<file path="config.mk">
export PLATFORM = sky130hd
export DESIGN_NAME = sfsr_ctrl
export DESIGN_NICKNAME = d
export VERILOG_FILES = /design/src/rtl/sfsr_pkg.sv /design/src/rtl/sfsr_sync.sv /design/src/rtl/sfsr_frame.sv /design/src/rtl/sfsr_regs.sv /design/src/rtl/sfsr_ctrl.sv
export SDC_FILE = /design/constraint.sdc
export NUM_CORES = 1
export LEC_CHECK = 0
export BUFFER_PORTS_ARGS = -buffer_cell sky130_fd_sc_hd__buf_4
export CAP_MARGIN = 10
export CORE_MARGIN = 4
export CORE_UTILIZATION = 40
export DETAILED_ROUTE_END_ITERATION = 16
export MAX_ROUTING_LAYER = met4
export PLACE_DENSITY = 0.64
export SLEW_MARGIN = 15
export SYNTH_ARGS = -nofsm -noshare
export SYNTH_HDL_FRONTEND = slang
export SYNTH_SLANG_ARGS = --single-unit
export TNS_END_PERCENT = 10
</file>
<file path="constraint.sdc">
create_clock -name clk -period 5 [get_ports clk]
set_clock_uncertainty 0.05 [all_clocks]
set_input_delay 0.25 -clock clk [delete_from_list [all_inputs] [get_ports clk]]
set_output_delay 0.25 -clock clk [all_outputs]
set_load 0.01 [all_outputs]
</file>
<file path="src/rtl/sfsr_pkg.sv">
package sfsr_pkg;
  localparam int BYTE_W = 8;
  localparam logic [7:0] OP_WREN = 8'h06;
  localparam logic [7:0] OP_RDSR = 8'h05;
  localparam logic [7:0] OP_WRSR = 8'h01;
  localparam int SRP_BIT = 7;
  localparam int BP_HI   = 5;
  localparam int BP_LO   = 2;
  localparam int BP_W    = BP_HI - BP_LO + 1;
endpackage

</file>
<file path="src/rtl/sfsr_sync.sv">
module sfsr_sync #(
  parameter int STAGES = 2
) (
  input  logic clk,
  input  logic rst_n,
  input  logic sck,
  input  logic csn,
  input  logic sdi,
  output logic sck_rise,
  output logic sck_fall,
  output logic cs_rise,
  output logic cs_fall,
  output logic cs_low,
  output logic sdi_s
);
  logic [STAGES-1:0] sck_q, cs_q, di_q;
  logic sck_d, cs_d;

  always_ff @(posedge clk or negedge rst_n) begin
    if (!rst_n) begin
      sck_q <= '0;
      cs_q  <= '1;
      di_q  <= '0;
      sck_d <= 1'b0;
      cs_d  <= 1'b1;
    end else begin
      sck_q <= {sck_q[STAGES-2:0], sck};
      cs_q  <= {cs_q[STAGES-2:0], csn};
      di_q  <= {di_q[STAGES-2:0], sdi};
      sck_d <= sck_q[STAGES-1];
      cs_d  <= cs_q[STAGES-1];
    end
  end

  assign sck_rise = sck_q[STAGES-1] & ~sck_d;
  assign sck_fall = ~sck_q[STAGES-1] & sck_d;
  assign cs_rise  = cs_q[STAGES-1] & ~cs_d;
  assign cs_fall  = ~cs_q[STAGES-1] & cs_d;
  assign cs_low   = ~cs_q[STAGES-1];
  assign sdi_s    = di_q[STAGES-1];
endmodule

</file>
<file path="src/rtl/sfsr_frame.sv">
module sfsr_frame
  import sfsr_pkg::*;
#(
  localparam int CNT_MAX = 2 * BYTE_W + 1,
  localparam int CNT_W   = $clog2(CNT_MAX + 1)
) (
  input  logic             clk,
  input  logic             rst_n,
  input  logic             sck_rise,
  input  logic             cs_fall,
  input  logic             cs_low,
  input  logic             sdi_s,
  output logic [7:0]       opcode,
  output logic [7:0]       data,
  output logic [CNT_W-1:0] bit_cnt,
  output logic             op_done
);
  logic [7:0] sh;

  always_ff @(posedge clk or negedge rst_n) begin
    if (!rst_n) begin
      sh      <= '0;
      opcode  <= '0;
      bit_cnt <= '0;
      op_done <= 1'b0;
    end else begin
      op_done <= 1'b0;
      if (cs_fall) begin
        sh      <= '0;
        opcode  <= '0;
        bit_cnt <= '0;
      end else if (sck_rise && cs_low) begin
        sh <= {sh[6:0], sdi_s};
        if (bit_cnt != CNT_W'(CNT_MAX)) bit_cnt <= bit_cnt + 1'b1;
        if (bit_cnt == CNT_W'(BYTE_W - 1)) begin
          opcode  <= {sh[6:0], sdi_s};
          op_done <= 1'b1;
        end
      end
    end
  end

  assign data = sh;
endmodule

</file>
<file path="src/rtl/sfsr_regs.sv">
module sfsr_regs
  import sfsr_pkg::*;
#(
  parameter int T_WRITE = 1000,
  parameter int CNT_W   = 5,
  localparam int TMR_W  = $clog2(T_WRITE + 1)
) (
  input  logic             clk,
  input  logic             rst_n,
  input  logic             frame_end,
  input  logic [7:0]       opcode,
  input  logic             new_srp,
  input  logic [BP_W-1:0]  new_bp,
  input  logic [CNT_W-1:0] bit_cnt,
  input  logic             wpn,
  input  logic             otp_mode,
  output logic [7:0]       status,
  output logic             otp_lock
);
  logic            srp, wel, busy;
  logic [BP_W-1:0] bp;
  logic [TMR_W-1:0] tmr;
  logic hw_locked, wren_go, wrsr_go;

  assign hw_locked = srp & ~wpn;
  assign wren_go = frame_end && !busy && opcode == OP_WREN
                   && bit_cnt == CNT_W'(BYTE_W);
  assign wrsr_go = frame_end && !busy && wel && !hw_locked
                   && opcode == OP_WRSR && bit_cnt == CNT_W'(2 * BYTE_W);

  always_ff @(posedge clk or negedge rst_n) begin
    if (!rst_n) begin
      srp      <= 1'b0;
      bp       <= '0;
      wel      <= 1'b0;
      busy     <= 1'b0;
      tmr      <= '0;
      otp_lock <= 1'b0;
    end else if (busy) begin
      if (tmr == '0) begin
        busy <= 1'b0;
        wel  <= 1'b0;
      end else begin
        tmr <= tmr - 1'b1;
      end
    end else if (wrsr_go) begin
      busy <= 1'b1;
      tmr  <= TMR_W'(T_WRITE - 1);
      if (otp_mode) begin
        otp_lock <= 1'b1;
      end else begin
        srp <= new_srp;
        bp  <= new_bp;
      end
    end else if (wren_go) begin
      wel <= 1'b1;
    end
  end

  assign status = {srp, 1'b0, bp, wel, busy};
endmodule

</file>
<file path="src/rtl/sfsr_ctrl.sv">
module sfsr_ctrl
  import sfsr_pkg::*;
#(
  parameter int T_WRITE     = 1000,
  parameter int SYNC_STAGES = 2,
  localparam int CNT_W      = $clog2(2 * BYTE_W + 2)
) (
  input  logic clk,
  input  logic rst_n,
  input  logic sck_i,
  input  logic csn_i,
  input  logic sdi_i,
  output logic sdo_o,
  input  logic wpn_i,
  input  logic otp_mode_i,
  output logic otp_lock_o
);
  logic sck_rise, sck_fall, cs_rise, cs_fall, cs_low, sdi_s;
  logic [7:0] opcode, data, status_w, snap;
  logic [CNT_W-1:0] bit_cnt;
  logic op_done, rd_active;
  logic [2:0] tx_idx;
  logic unused_data_bits;

  sfsr_sync #(.STAGES(SYNC_STAGES)) u_sync (
    .clk(clk), .rst_n(rst_n), .sck(sck_i), .csn(csn_i), .sdi(sdi_i),
    .sck_rise(sck_rise), .sck_fall(sck_fall), .cs_rise(cs_rise),
    .cs_fall(cs_fall), .cs_low(cs_low), .sdi_s(sdi_s)
  );

  sfsr_frame u_frame (
    .clk(clk), .rst_n(rst_n), .sck_rise(sck_rise), .cs_fall(cs_fall),
    .cs_low(cs_low), .sdi_s(sdi_s), .opcode(opcode), .data(data),
    .bit_cnt(bit_cnt), .op_done(op_done)
  );

  assign unused_data_bits = ^{data[6], data[1:0]};

  sfsr_regs #(.T_WRITE(T_WRITE), .CNT_W(CNT_W)) u_regs (
    .clk(clk), .rst_n(rst_n), .frame_end(cs_rise), .opcode(opcode),
    .new_srp(data[SRP_BIT]), .new_bp(data[BP_HI:BP_LO]), .bit_cnt(bit_cnt),
    .wpn(wpn_i), .otp_mode(otp_mode_i), .status(status_w),
    .otp_lock(otp_lock_o)
  );

  // Readback: a fresh snapshot at the start of every byte keeps the busy flag live.
  always_ff @(posedge clk or negedge rst_n) begin
    if (!rst_n) begin
      rd_active <= 1'b0;
      tx_idx    <= '0;
      snap      <= '0;
      sdo_o     <= 1'b0;
    end else if (cs_rise || cs_fall) begin
      rd_active <= 1'b0;
      tx_idx    <= '0;
      sdo_o     <= 1'b0;
    end else begin
      if (op_done && opcode == OP_RDSR) rd_active <= 1'b1;
      if (sck_fall && rd_active) begin
        tx_idx <= tx_idx + 1'b1;
        if (tx_idx == '0) begin
          snap  <= status_w;
          sdo_o <= status_w[7];
        end else begin
          sdo_o <= snap[3'd7 - tx_idx];
        end
      end
    end
  end
endmodule

</file>
; ---- After elaboration in Yosys (flattened, before gate mapping)
; Index checks and enable logic that the tools add are counted.
[word_totals]
reg_bits = 60
latchBits = 0
mem_bits_rw = 0
romBits = 0
inputBits = 7
output_inout_bits = 2
wordCells = 106
memories = 0
[op_classes]
add_sub_neg = 4
multipliers = 0
n_div = 0
magnitude_cmp = 1
n_eq_ne = 10
n_shift = 0
n_mux = 30
bitwise = 13
reduce_logical = 29
[ops]
columns = op, count
row1 = 2-to-1 mux 8 bit, 5
row2 = 2-to-1 mux 10 bit, 3
row3 = "== test 8 x 3 -> 1 bit, second input constant", 2
row4 = 2-to-1 mux 1 bit, 16
row5 = 2-to-1 mux 5 bit, 3
row6 = nonzero test 2 bit, 7
row7 = AND reduction 3 bit, 4
row8 = logical AND 1 bit, 10
row9 = logical NOT 10 bit, 1
row10 = "subtractor 10 x 1 -> 10 bit, second input constant", 1
row11 = "== test 8 x 1 -> 1 bit, second input constant", 1
row12 = NOT 1 bit, 8
row13 = 2-to-1 mux 3 bit, 2
row14 = AND reduction 2 bit, 3
row15 = "adder 5 x 1 -> 5 bit, second input constant", 1
row16 = AND 1 bit, 5
row17 = "== test 5 x 3 -> 1 bit, second input constant", 1
row18 = "== test 5 x 4 -> 1 bit, second input constant", 1
row19 = "== test 5 bit, second input constant", 1
row20 = "!= test 5 bit, second input constant", 1
row21 = "less-than comparator 3 x 4 -> 1 bit, second input constant", 1
row22 = "!= test 2 bit, second input constant", 2
row23 = "adder 3 x 1 -> 3 bit, second input constant", 1
row24 = binary-select mux 1 bit (select 3 bit), 1
row25 = 5 further kinds, 6

; ---- Longest topological paths before layout
; Gate-level depths: netlist (run 1).
[depth]
ltp_word = 9
ltp_mapped = 6
depth_no_buf = 6

; ---- Hierarchy
; From an unflattened synthesis (run 1), not the netlist that was laid out.
[hier_totals]
hier_cells = 261
hier_area_um2 = 2859.0
[modules_own_cells]
columns = module, n_inst, cells_each, area_per_inst_um2, seq_area_each_um2
row1 = sfsr_frame, 1, 101, 1002.2, 550.5
row2 = sfsr_regs, 1, 90, 960.9, 450.4
row3 = sfsr_ctrl, 1, 57, 658.1, 325.3
row4 = sfsr_sync, 1, 13, 237.7, 203.9

; ---- Worst setup path before layout (run 1)
; No wires, ideal clock.
[synth_timing]
kind = reg2reg
start = reg u_sync.cs_q[1]
end = reg u_regs.bp[0]
arrival_ns = 1.671
required_ns = 4.823
path_slack_ns = 3.151
stages_incl_launch_ff = 6
n_path_buf = 0
path_cell_list = dfstp_2 > ha_1 > nand4bb_4 > nor4_4 > nand3b_4 > mux2_1
[synth_between]
elab_chain_len = 7
[synth_lines]
columns = item, line
row1 = "start, declared", sfsr_sync.sv:16  ; logic [STAGES-1:0] sck_q, cs_q, di_q;
row2 = "start signal, assigned", sfsr_sync.sv:28  ; cs_q <= {cs_q[STAGES-2:0], csn};
row3 = AND 1 bit, sfsr_sync.sv:37  ; assign cs_rise = cs_q[STAGES-1] & ~cs_d;
row4 = logical AND 1 bit (3 in series), sfsr_regs.sv:28  ; assign wrsr_go = frame_end && !busy && wel && !hw_locked
row5 = logical AND 1 bit (2 in series), sfsr_regs.sv:29  ; && opcode == OP_WRSR && bit_cnt == CNT_W'(2 * BYTE_W);
row6 = AND reduction 3 bit (no source line), n/a
row7 = "end signal, assigned", sfsr_regs.sv:53  ; bp <= new_bp;
row8 = "end, declared", sfsr_regs.sv:21  ; logic [BP_W-1:0] bp;
; No other way between the ends.
; A chain may end at the register's enable or synchronous reset.

; ---- Worst setup path after layout (run 1)
[layout_timing]
start = reg u_sync.cs_q[1]
end = reg u_frame.opcode[3]
[layout_between]
elab_chain_len = 4
[layout_lines]
columns = item, line
row1 = NOT 1 bit (*), "sfsr_sync.sv:38, sfsr_sync.sv:39"
row2 = AND 1 bit or logical AND 1 bit (tied branches), "sfsr_sync.sv:38, sfsr_frame.sv:32"
row3 = nonzero test 2 bit (no source line), n/a
row4 = AND reduction 2 bit (no source line), n/a
row5 = "end signal, assigned", sfsr_frame.sv:36  ; opcode <= {sh[6:0], sdi_s};
row6 = "end, declared", sfsr_frame.sv:13  ; output logic [7:0] opcode,
; Mark *: on every way between the ends. The rest lies on a longest branch, timed or not.

==> impl_metrics.tcl, run 1 <==
set metrics [dict create \
    status "finished clean" \
    n_antenna_cell 0 \
    rows 30 \
    synth_edf_count 0 \
    critPathMaxStageDelay_ps 870 \
    num-nets-final 267 \
    grt_use_met3_pct 3.20 \
    instances_no_fill 352 \
    setup_ws_ps 2440 \
    synth-main-ff-cell "dfrtp_1" \
    ys_ff_latch 60 \
    synthArstFlopShare_pct 100 \
    vias 1743 \
    drc_errors 0 \
    die_area_sq_um 8400 \
    r2r-start "u_sync.cs_q[1]" \
    grt.met2_usage_pct 19.8 \
    p_leak_nw 1.45 \
    syn_nets 253 \
    syn_avg_cell_area_sq_um 11.8 \
    synth_area_leaders "dfrtp_1, mux2i_1, nor2_1" \
    core_area_sq_um 6790 \
    hpwl_um 3400 \
    relSlewSlack_pct 28.4 \
    grt_max_degree 61 \
    fin_crit_sh_pct 51.1 \
    ys_seq_area_share_pct 53.8 \
    path_class "reg2reg" \
    clockBufferDepth 2 \
    grtUsageMet1_pct 19.1 \
    place_ws_ps 2470 \
    htree_levels 3 \
    cp-start-kind "register" \
    ff2ff_path_depth 4 \
    viasPerCell 4.95 \
    first_iter_violations 85 \
    ios 9 \
    ir_drop_uv 171 \
    grt-ovfl-total 0 \
    worst_pin_slew_ps 1070 \
    drv_cap 0 \
    critical_path_arrival_ps 2680 \
    period_needed_ps 2560 \
    io_buffer_count 8 \
    hp-start "otp_mode_i" \
    ant_nets 0 \
    numCtsBuffers 9 \
    grt_util_all_layers_pct 14.3 \
    grt-busiest-layer "met2" \
    gp_congestion 0.782 \
    drtPass1Iterations 4 \
    placed_cells 333 \
    grt_pass1_vias 1788 \
    crit_path_cell_trace "nor3b_2 > nand3_1 > mux2i_1 > nor2_1" \
    postRouteWirelength_um 5080 \
    antenna_found_initial 0 \
    cp.required_ps 5130 \
    die_h_um 91.6 \
    hold_path_depth 2 \
    path_max_fanout 12 \
    clock_latency_ps 330 \
    tns_ps 0 \
    synth_top_area_share_pct 51.0 \
    rr_endpoint "u_frame.opcode[3]" \
    root_buffer "clkbuf_8" \
    hold_viol 0 \
    cp_slowest_cell "nor3b_2" \
    cpLargestDelayFamily "simple AND/OR/NAND/NOR gates" \
    routedWlPerCell_um 14.4 \
    cts.sink_count 60 \
    rsz0062_at_grt "no" \
    powerDensity_nw_per_um2 326 \
    cp_num_buf_inv 0 \
    synth.top_cells.by_count "dfrtp_1, nor2_1, mux2i_1, nand2_1, inv_1" \
    max_freq_ghz 0.391 \
    drv_slew 0 \
    drive_above_1_share_pct 17.2 \
    synth.most_common_cell "dfrtp_1" \
    synth_top_cell_by_area "dfrtp_1" \
    timing.hold.worst.class "in2reg" \
    end_kind "register" \
    yosysWarnings 0 \
    die_x_um 91.6 \
    area.growth.synth_to_final_pct 13.6 \
    cts_tree "built" \
    grt_pass1_wl_um 8960 \
    syn-cell-area_sq_um 2800 \
    synthDistinctLibCells 49 \
    r2r_slack_ps 2440 \
    min_to "u_regs.otp_lock" \
    synthCells 238 \
    start_util_pct 41.2 \
    setup_viol 0 \
    clk_pin_slew_ps 60 \
]
[registers in the layout (all words and copies together), names as in the netlist]
signal	count
u_frame.opcode	8
u_regs.busy	1
u_frame.op_done	1
u_regs.tmr	10
u_sync.cs_q	2
u_sync.sck_d	1
rd_active	1
u_sync.di_q	2
u_regs.srp	1
snap	7
u_regs.bp	4
tx_idx	3
u_sync.cs_d	1
u_regs.otp_lock	1
sdo_o	1
u_sync.sck_q	2
u_regs.wel	1
u_frame.bit_cnt	5
u_frame.data	8
[cells by family (layout without fill, tap and decap cells)]
logic type               after synthesis  count (layout)  synth area share [%]
AND/OR/NAND/NOR                       84              84                  17.9
flip-flops                            60              60                  53.8
multiplexers                          34              34                  13.2
AO/OA/AOI/OAI                         25              25                  6.17
buffers and inverters                 20              38                  3.13
adder cells (fa/ha/maj)                8               8                  3.58
XOR/XNOR                               7               7                  2.19
[power breakdown]
group	leakage (nW)	total [mW]	switching (mW)	internal (mW)
logic	0.580	0.0695	0.0373	0.0322
registers	0.772	0.520	0.0175	0.502
clock network	0.103	0.449	0.179	0.269
total	1.45	1.04	0.234	0.803
[worst register-to-register path: cells and delay by family (launching register included)]
| kind | cells | cell delay, ps |
|---|---|---|
| muxes | 1 | 340 |
| and+or+nand+nor | 3 | 1630 |
| DFF | 1 | 390 |
[per-stage QoR]
stage | hold WS (ps) | power (mW) | util (%) | area (sq um)
3_3_place_gp | 282 | 0.596 | 43.2 | 2940
3_5_place_dp | 297 | 0.598 | 43.2 | 2940
2_1_floorplan | -95.6 | 0.571 | - | 2800
4_1_cts | 78.4 | 1.05 | 46.8 | 3180
6_report | 88.1 | 1.04 | 46.8 | 3180
5_1_grt | 85.7 | 1.09 | 46.8 | 3180
[layout make-up]
type,count,area [sq um]
Timing Repair Buffer,12,100
Multi-Input combinational cell,158,1210
Sequential cell,60,1510
Inverter,11,41.3
Clock buffer,14,173
Clock inverter,1,30.0
Tap cell,96,120
Fill cell,630,3610
[placed cells by master, fill, tap and decap left out, drive strengths merged, types with 4 or more instances in the layout]
cell type	n
a21oi	6
inv	11
a31oi	4
buf	8
mux2	13
xor2	4
nor2	31
o21ai	5
nand3	4
nor4	5
nand2	14
o211ai	4
clkbuf	14
dfrtp	57
and2	5
mux2i	20
ha	8
dlygate4sd3	4
[layer usage]
metal  vias to the layer above  part of all wire (%)
li1                        852                     -
met1                       859                    51
met2                        24                    45
met3                         8                   2.4
met4                         0                   2.4
met5                         -                     0
[worst max-delay path by stage]
stage / start / to / slack (ps) / depth (start not counted)
finish: u_sync.cs_q[1] / u_frame.opcode[3] / 2440 / 4
detailed placement: u_sync.cs_q[1] / u_frame.opcode[4] / 2470 / 4
global placement: u_sync.cs_q[1] / u_frame.opcode[6] / 2560 / 4
global route: u_sync.cs_q[1] / u_frame.opcode[4] / 2230 / 4
floorplan: u_sync.cs_q[1] / u_regs.bp[0] / 3150 / 5
CTS: u_sync.cs_q[1] / u_frame.opcode[3] / 2430 / 4
[repair_timing]
item,in CTS,in global routing
buffers inserted,0,0
setup endpoints to repair,0,0
hold endpoints to repair,60,0
gates resized for setup,0,0
hold buffers,4,0
(Power assumes the default switching activity.)
==> run 2: changes to the inputs <==
- ABC_AREA: not set -> 1
- clock period: 5 -> 2.5 ns (I/O delays scaled with it)
==> impl_metrics.tcl, run 2 <==
set metrics [dict create \
    status "finished clean" \
    synth_top_cell_by_area "dfrtp_1" \
    gp_congestion 0.809 \
    drc_errors 0 \
    clockBufferDepth 2 \
    p_leak_nw 1.56 \
    critPathMaxStageDelay_ps 530 \
    period_needed_ps 1840 \
    drv_cap 0 \
    rows 30 \
    grt-ovfl-total 0 \
    cts.sink_count 60 \
    final_cell_mix "nand2_1, dfrtp_1, inv_1, nand3_1, o21ai_0" \
    synth.top_cells.by_count "nand2_1, dfrtp_1, inv_1, nand3_1, o21ai_0" \
    crit_top_cell "inv_1" \
    end_kind "register" \
    fin_area_sq_um 3220 \
    numCtsBuffers 9 \
    powerDensity_nw_per_um2 632 \
    start_util_pct 41.3 \
    die_area_sq_um 8460 \
    max_freq_ghz 0.544 \
    cp-start-kind "register" \
    grt_pass1_wl_um 10100 \
    crit_path_cell_trace "inv_1 > ha_1 > inv_1 > nor2_2 > nand3_2 > nand2_1 > o21ai_0" \
    relSlewSlack_pct 50.1 \
    cts.repair.resized 0 \
    critical_path_arrival_ps 2010 \
    hold_viol 0 \
    io_buffer_count 8 \
    ys_ff_latch 60 \
    final_common_cell "nand2_1" \
    num-nets-final 365 \
    drv_slew 0 \
    root_buffer "clkbuf_8" \
    post-cts-setup-buffers 0 \
    first_iter_violations 137 \
    area.growth.synth_to_final_pct 14.0 \
    fin_crit_sh_pct 73.6 \
    cp_num_buf_inv 2 \
    syn_avg_cell_area_sq_um 8.50 \
    grt_max_degree 61 \
    vias 2170 \
    cpLargestDelayFamily "simple AND/OR/NAND/NOR gates" \
    synthArstFlopShare_pct 100 \
    max_flop_register "u_regs.tmr" \
    rsz0062_at_grt "no" \
    antenna_found_initial 0 \
    die_h_um 92.0 \
    grt_pass1_vias 2128 \
    setup_viol 0 \
    postRouteWirelength_um 5590 \
    ios 9 \
    cp_slowest_cell "dfstp_2" \
    die_x_um 92.0 \
    cp.required_ps 2670 \
    n_fill_cell 693 \
    synth-main-ff-cell "dfrtp_1" \
    routedWlPerCell_um 12.4 \
    ant_nets 0 \
    grt_util_all_layers_pct 15.6 \
    synth_top_area_share_pct 50.6 \
    tns_ps 0 \
    syn-cell-area_sq_um 2820 \
    ys_seq_area_share_pct 53.3 \
    htree_levels 3 \
    postPlaceCellArea_sq_um 2970 \
    synth.most_common_cell "nand2_1" \
    ir_drop_uv 249 \
    cts_tree "built" \
    clock_latency_ps 350 \
    holdWs_ps 33.9 \
    hpwl_um 3840 \
    yosysWarnings 0 \
    synthDistinctLibCells 27 \
    path_class "reg2reg" \
    n_antenna_cell 0 \
    path_max_fanout 14 \
    largest_reg_flops 10 \
    clk_pin_slew_ps 70 \
    timing.hold.worst.class "in2reg" \
    synth_edf_count 0 \
    worst_pin_slew_ps 748 \
    syn_nets 347 \
    core_area_sq_um 6830 \
    drive_above_1_share_pct 13.0 \
    drtPass1Iterations 4 \
    viasPerCell 4.81 \
    synthCells 332 \
    synth_area_leaders "dfrtp_1, nand2_1, nand3_1" \
]
[run 2: changes by cell type after synthesis, sizes merged, moves of 13 or more]
cell   delta
nand3    +42
inv      +35
nand2    +61
mux2     -13
o21ai    +29
mux2i    -20
[run 2: cell families (layout without fill, tap and decap cells)]
logic type | Yosys count | count (layout) | synth area share (%)
adder cells (fa/ha/maj) | 8 | 8 | 3.55
AO/OA/AOI/OAI | 47 | 47 | 8.91
flip-flops | 60 | 60 | 53.3
buffers and inverters | 53 | 76 | 7.67
XOR/XNOR | 1 | 1 | 0.310
AND/OR/NAND/NOR | 163 | 163 | 26.2
[run 2: layer usage]
| layer | vias up | share of wire [%] | GRT usage (%) |
|---|---|---|---|
| met2 | 38 | 44 | 21.4 |
| met1 | 1017 | 50 | 21.7 |
| li1 | 1107 | - | - |
| met5 | - | 0 | - |
| met3 | 8 | 3.6 | 3.04 |
| met4 | 0 | 2.3 | 8.66 |
[run 2: area by class of cell]
| class | count | area (sq um) | share of cell area, % |
|---|---|---|---|
| sequential | 60 | 1510 | 46.8 |
| multi-input combinational | 219 | 1100 | 34.2 |
| inverter | 46 | 173 | 5.37 |
| clock buffer | 11 | 141 | 4.40 |
| tap | 96 | 120 | 3.74 |
| timing repair buffer | 14 | 115 | 3.58 |
| clock inverter | 5 | 61.3 | 1.91 |
[run 2: path summary, 6_finish.rpt]
check	start	to	slack, ps	cells after the start
worst max register to register	u_sync.cs_d	snap[1]	660	7
worst min-delay path	otp_mode_i	u_regs.otp_lock	30	3
worst min register to register	u_sync.di_q[0]	u_sync.di_q[1]	300	0
worst max-delay path	u_sync.cs_d	snap[1]	660	7
max in group asynchronous	rst_n	u_regs.tmr[7]	1570	2
min in group asynchronous	rst_n	snap[3]	330	2
[run 2: worst register-to-register path: stages, from the launching register on]
cell,delay (ps)
dfstp_2,530
inv_1,40
ha_1,360
inv_1,90
nor2_2,190
nand3_2,250
nand2_1,140
o21ai_0,80
[run 2: power breakdown]
| group | switching (mW) | internal, mW | leakage [nW] |
|---|---|---|---|
| clock | 0.403 | 0.489 | 0.0918 |
| combinational | 0.0792 | 0.0401 | 0.653 |
| sequential | 0.0238 | 0.997 | 0.813 |
| total | 0.506 | 1.53 | 1.56 |
[run 2: what timing repair did]
action                                 CTS  global route
setup endpoints to repair                0             0
endpoints found under the hold margin   60             0
hold buffers                             4             0
[run 2: through the flow]
step                      total power [mW]  worst slack [ps]  utilization [%]  std cells
after floorplan                       1.10               862                -        332
after global placement                1.15               681             43.5        431
final                                 2.03               660             47.1        451
after CTS                             2.05               642             47.1        451
after global routing                  2.13               496             47.1        451
after detailed placement              1.16               652             43.5        431
==> run 3: changes to the inputs <==
- clock period: 2.5 -> 1.8 ns (I/O delays scaled with it)
==> impl_metrics.tcl, run 3 (synthesis results as in run 2) <==
set metrics [dict create \
    cts.sink_count 60 \
    grt_use_met3_pct 2.87 \
    status "finished clean" \
    clock_latency_ps 340 \
    hpwl_um 3930 \
    ant_nets 0 \
    grt_pass1_wl_um 10200 \
    n_antenna_cell 0 \
    powerDensity_nw_per_um2 886 \
    final_cell_mix "nand2_1, dfrtp_1, inv_1, nand3_1, o21ai_0" \
    viasPerCell 4.91 \
    seq_area_sq_um 1510 \
    postRouteWirelength_um 5810 \
    hold_viol 0 \
    largest_reg_flops 10 \
    setup_viol 0 \
    n_fill_cell 650 \
    die_h_um 92.0 \
    period_needed_ps 1690 \
    r2r_slack_ps 110 \
    multi_input_area_sq_um 1120 \
    grt_util_all_layers_pct 15.6 \
    cp_num_buf_inv 2 \
    root_buffer "clkbuf_8" \
    critPathMaxStageDelay_ps 530 \
    crit_path_cell_trace "inv_1 > ha_1 > inv_1 > nor2_4 > nand3_2 > o21ai_0" \
    die_x_um 92.0 \
    tns_ps 0 \
    fin_crit_sh_pct 93.7 \
    path_class "reg2reg" \
    cpLargestDelayFamily "flip-flops" \
    max_flop_register "u_regs.tmr" \
    path_max_fanout 7 \
    drive_above_1_share_pct 15.8 \
    ir_drop_uv 455 \
    critical_path_arrival_ps 1890 \
    grt_max_degree 61 \
    cp.required_ps 2000 \
    routedWlPerCell_um 12.6 \
    ios 9 \
    drc_errors 0 \
    grt.met2_usage_pct 22.0 \
    grt-ovfl-total 0 \
    grtUsageMet1_pct 21.3 \
    numCtsBuffers 9 \
    vias 2268 \
    area.growth.synth_to_final_pct 18.4 \
    gp_congestion 0.850 \
    antenna_found_initial 0 \
    worst_pin_slew_ps 747 \
    drv_slew 0 \
    first_iter_violations 132 \
    core_area_sq_um 6830 \
    max_freq_ghz 0.593 \
    end_kind "register" \
    clockBufferDepth 2 \
    relSlewSlack_pct 50.2 \
    num-nets-final 376 \
    die_area_sq_um 8460 \
    clk_pin_slew_ps 70 \
    holdWs_ps 287 \
    final_common_cell "nand2_1" \
    rows 30 \
    drtPass1Iterations 4 \
    start_util_pct 41.3 \
    cp_slowest_cell "dfstp_2" \
    cts_tree "built" \
    drv_cap 0 \
    htree_levels 3 \
    cp-start-kind "register" \
    grt-busiest-layer "met2" \
    crit_top_cell "inv_1" \
    grt_pass1_vias 2208 \
    rsz0062_at_grt "no" \
    timing.hold.worst.class "in2reg" \
    io_buffer_count 8 \
    post-cts-setup-buffers 0 \
    p_leak_nw 1.62 \
]
-- run 3: worst paths after layout --
kind,endpoint,start,cells after the start
setup / recovery,snap[3],u_sync.cs_d,6
hold / removal,u_regs.otp_lock,wpn_i,7
setup reg to reg,snap[3],u_sync.cs_d,6
hold reg to reg,u_sync.di_q[1],u_sync.di_q[0],0
max in group asynchronous,u_frame.bit_cnt[1],rst_n,2
min in group asynchronous,u_frame.data[1],rst_n,2
-- run 3: worst min-delay path, cell delays in order --
cell and delay [ps]:
buf_4 110, inv_1 50, nand2_1 60, nand3_1 90, nor2_2 50, nand2_2 120, o21bai_2 60
-- run 3: power by group --
group          internal, mW  total, mW  switching (mW)  leakage, nW
sequential             1.39       1.42          0.0297        0.813
combinational        0.0706      0.192           0.122        0.701
clock                 0.814       1.35           0.539        0.105
total                  2.27       2.96           0.691         1.62
-- run 3: what timing repair did --
item | 4_1_cts | 5_1_grt
gates resized for setup | 0 | 3
hold buffers | 5 | 0
setup endpoints to repair | 0 | 8
endpoints found under the hold margin | 61 | 0
-- run 3: final cells by class --
class	instances	share of cell area [%]
Clock buffer	10	4.12
Timing Repair Buffer	24	5.77
Clock inverter	6	2.62
Inverter	46	5.17
Tap cell	96	3.60
Sequential cell	60	45.1
Multi-Input combinational cell	220	33.7
-- run 3: layer usage --
layer  share of wire (%)  vias to the layer above
met3                 3.7                       14
met1                  51                     1068
met4                 3.1                        0
met2                  42                       52
li1                    -                     1134
met5                   0                        -
-- run 3: per-stage QoR --
stage | util, % | worst slack, ps | cell area, sq um | instances | total power [mW]
floorplan | - | 162 | 2820 | 332 | 1.53
global placement | 44.5 | 169 | 3040 | 440 | 1.62
CTS | 48.5 | 82.5 | 3320 | 461 | 2.99
detailed placement | 44.5 | 97.8 | 3040 | 440 | 1.62
finish | 48.9 | 114 | 3340 | 462 | 2.96
global route | 48.9 | 14.0 | 3340 | 462 | 3.08
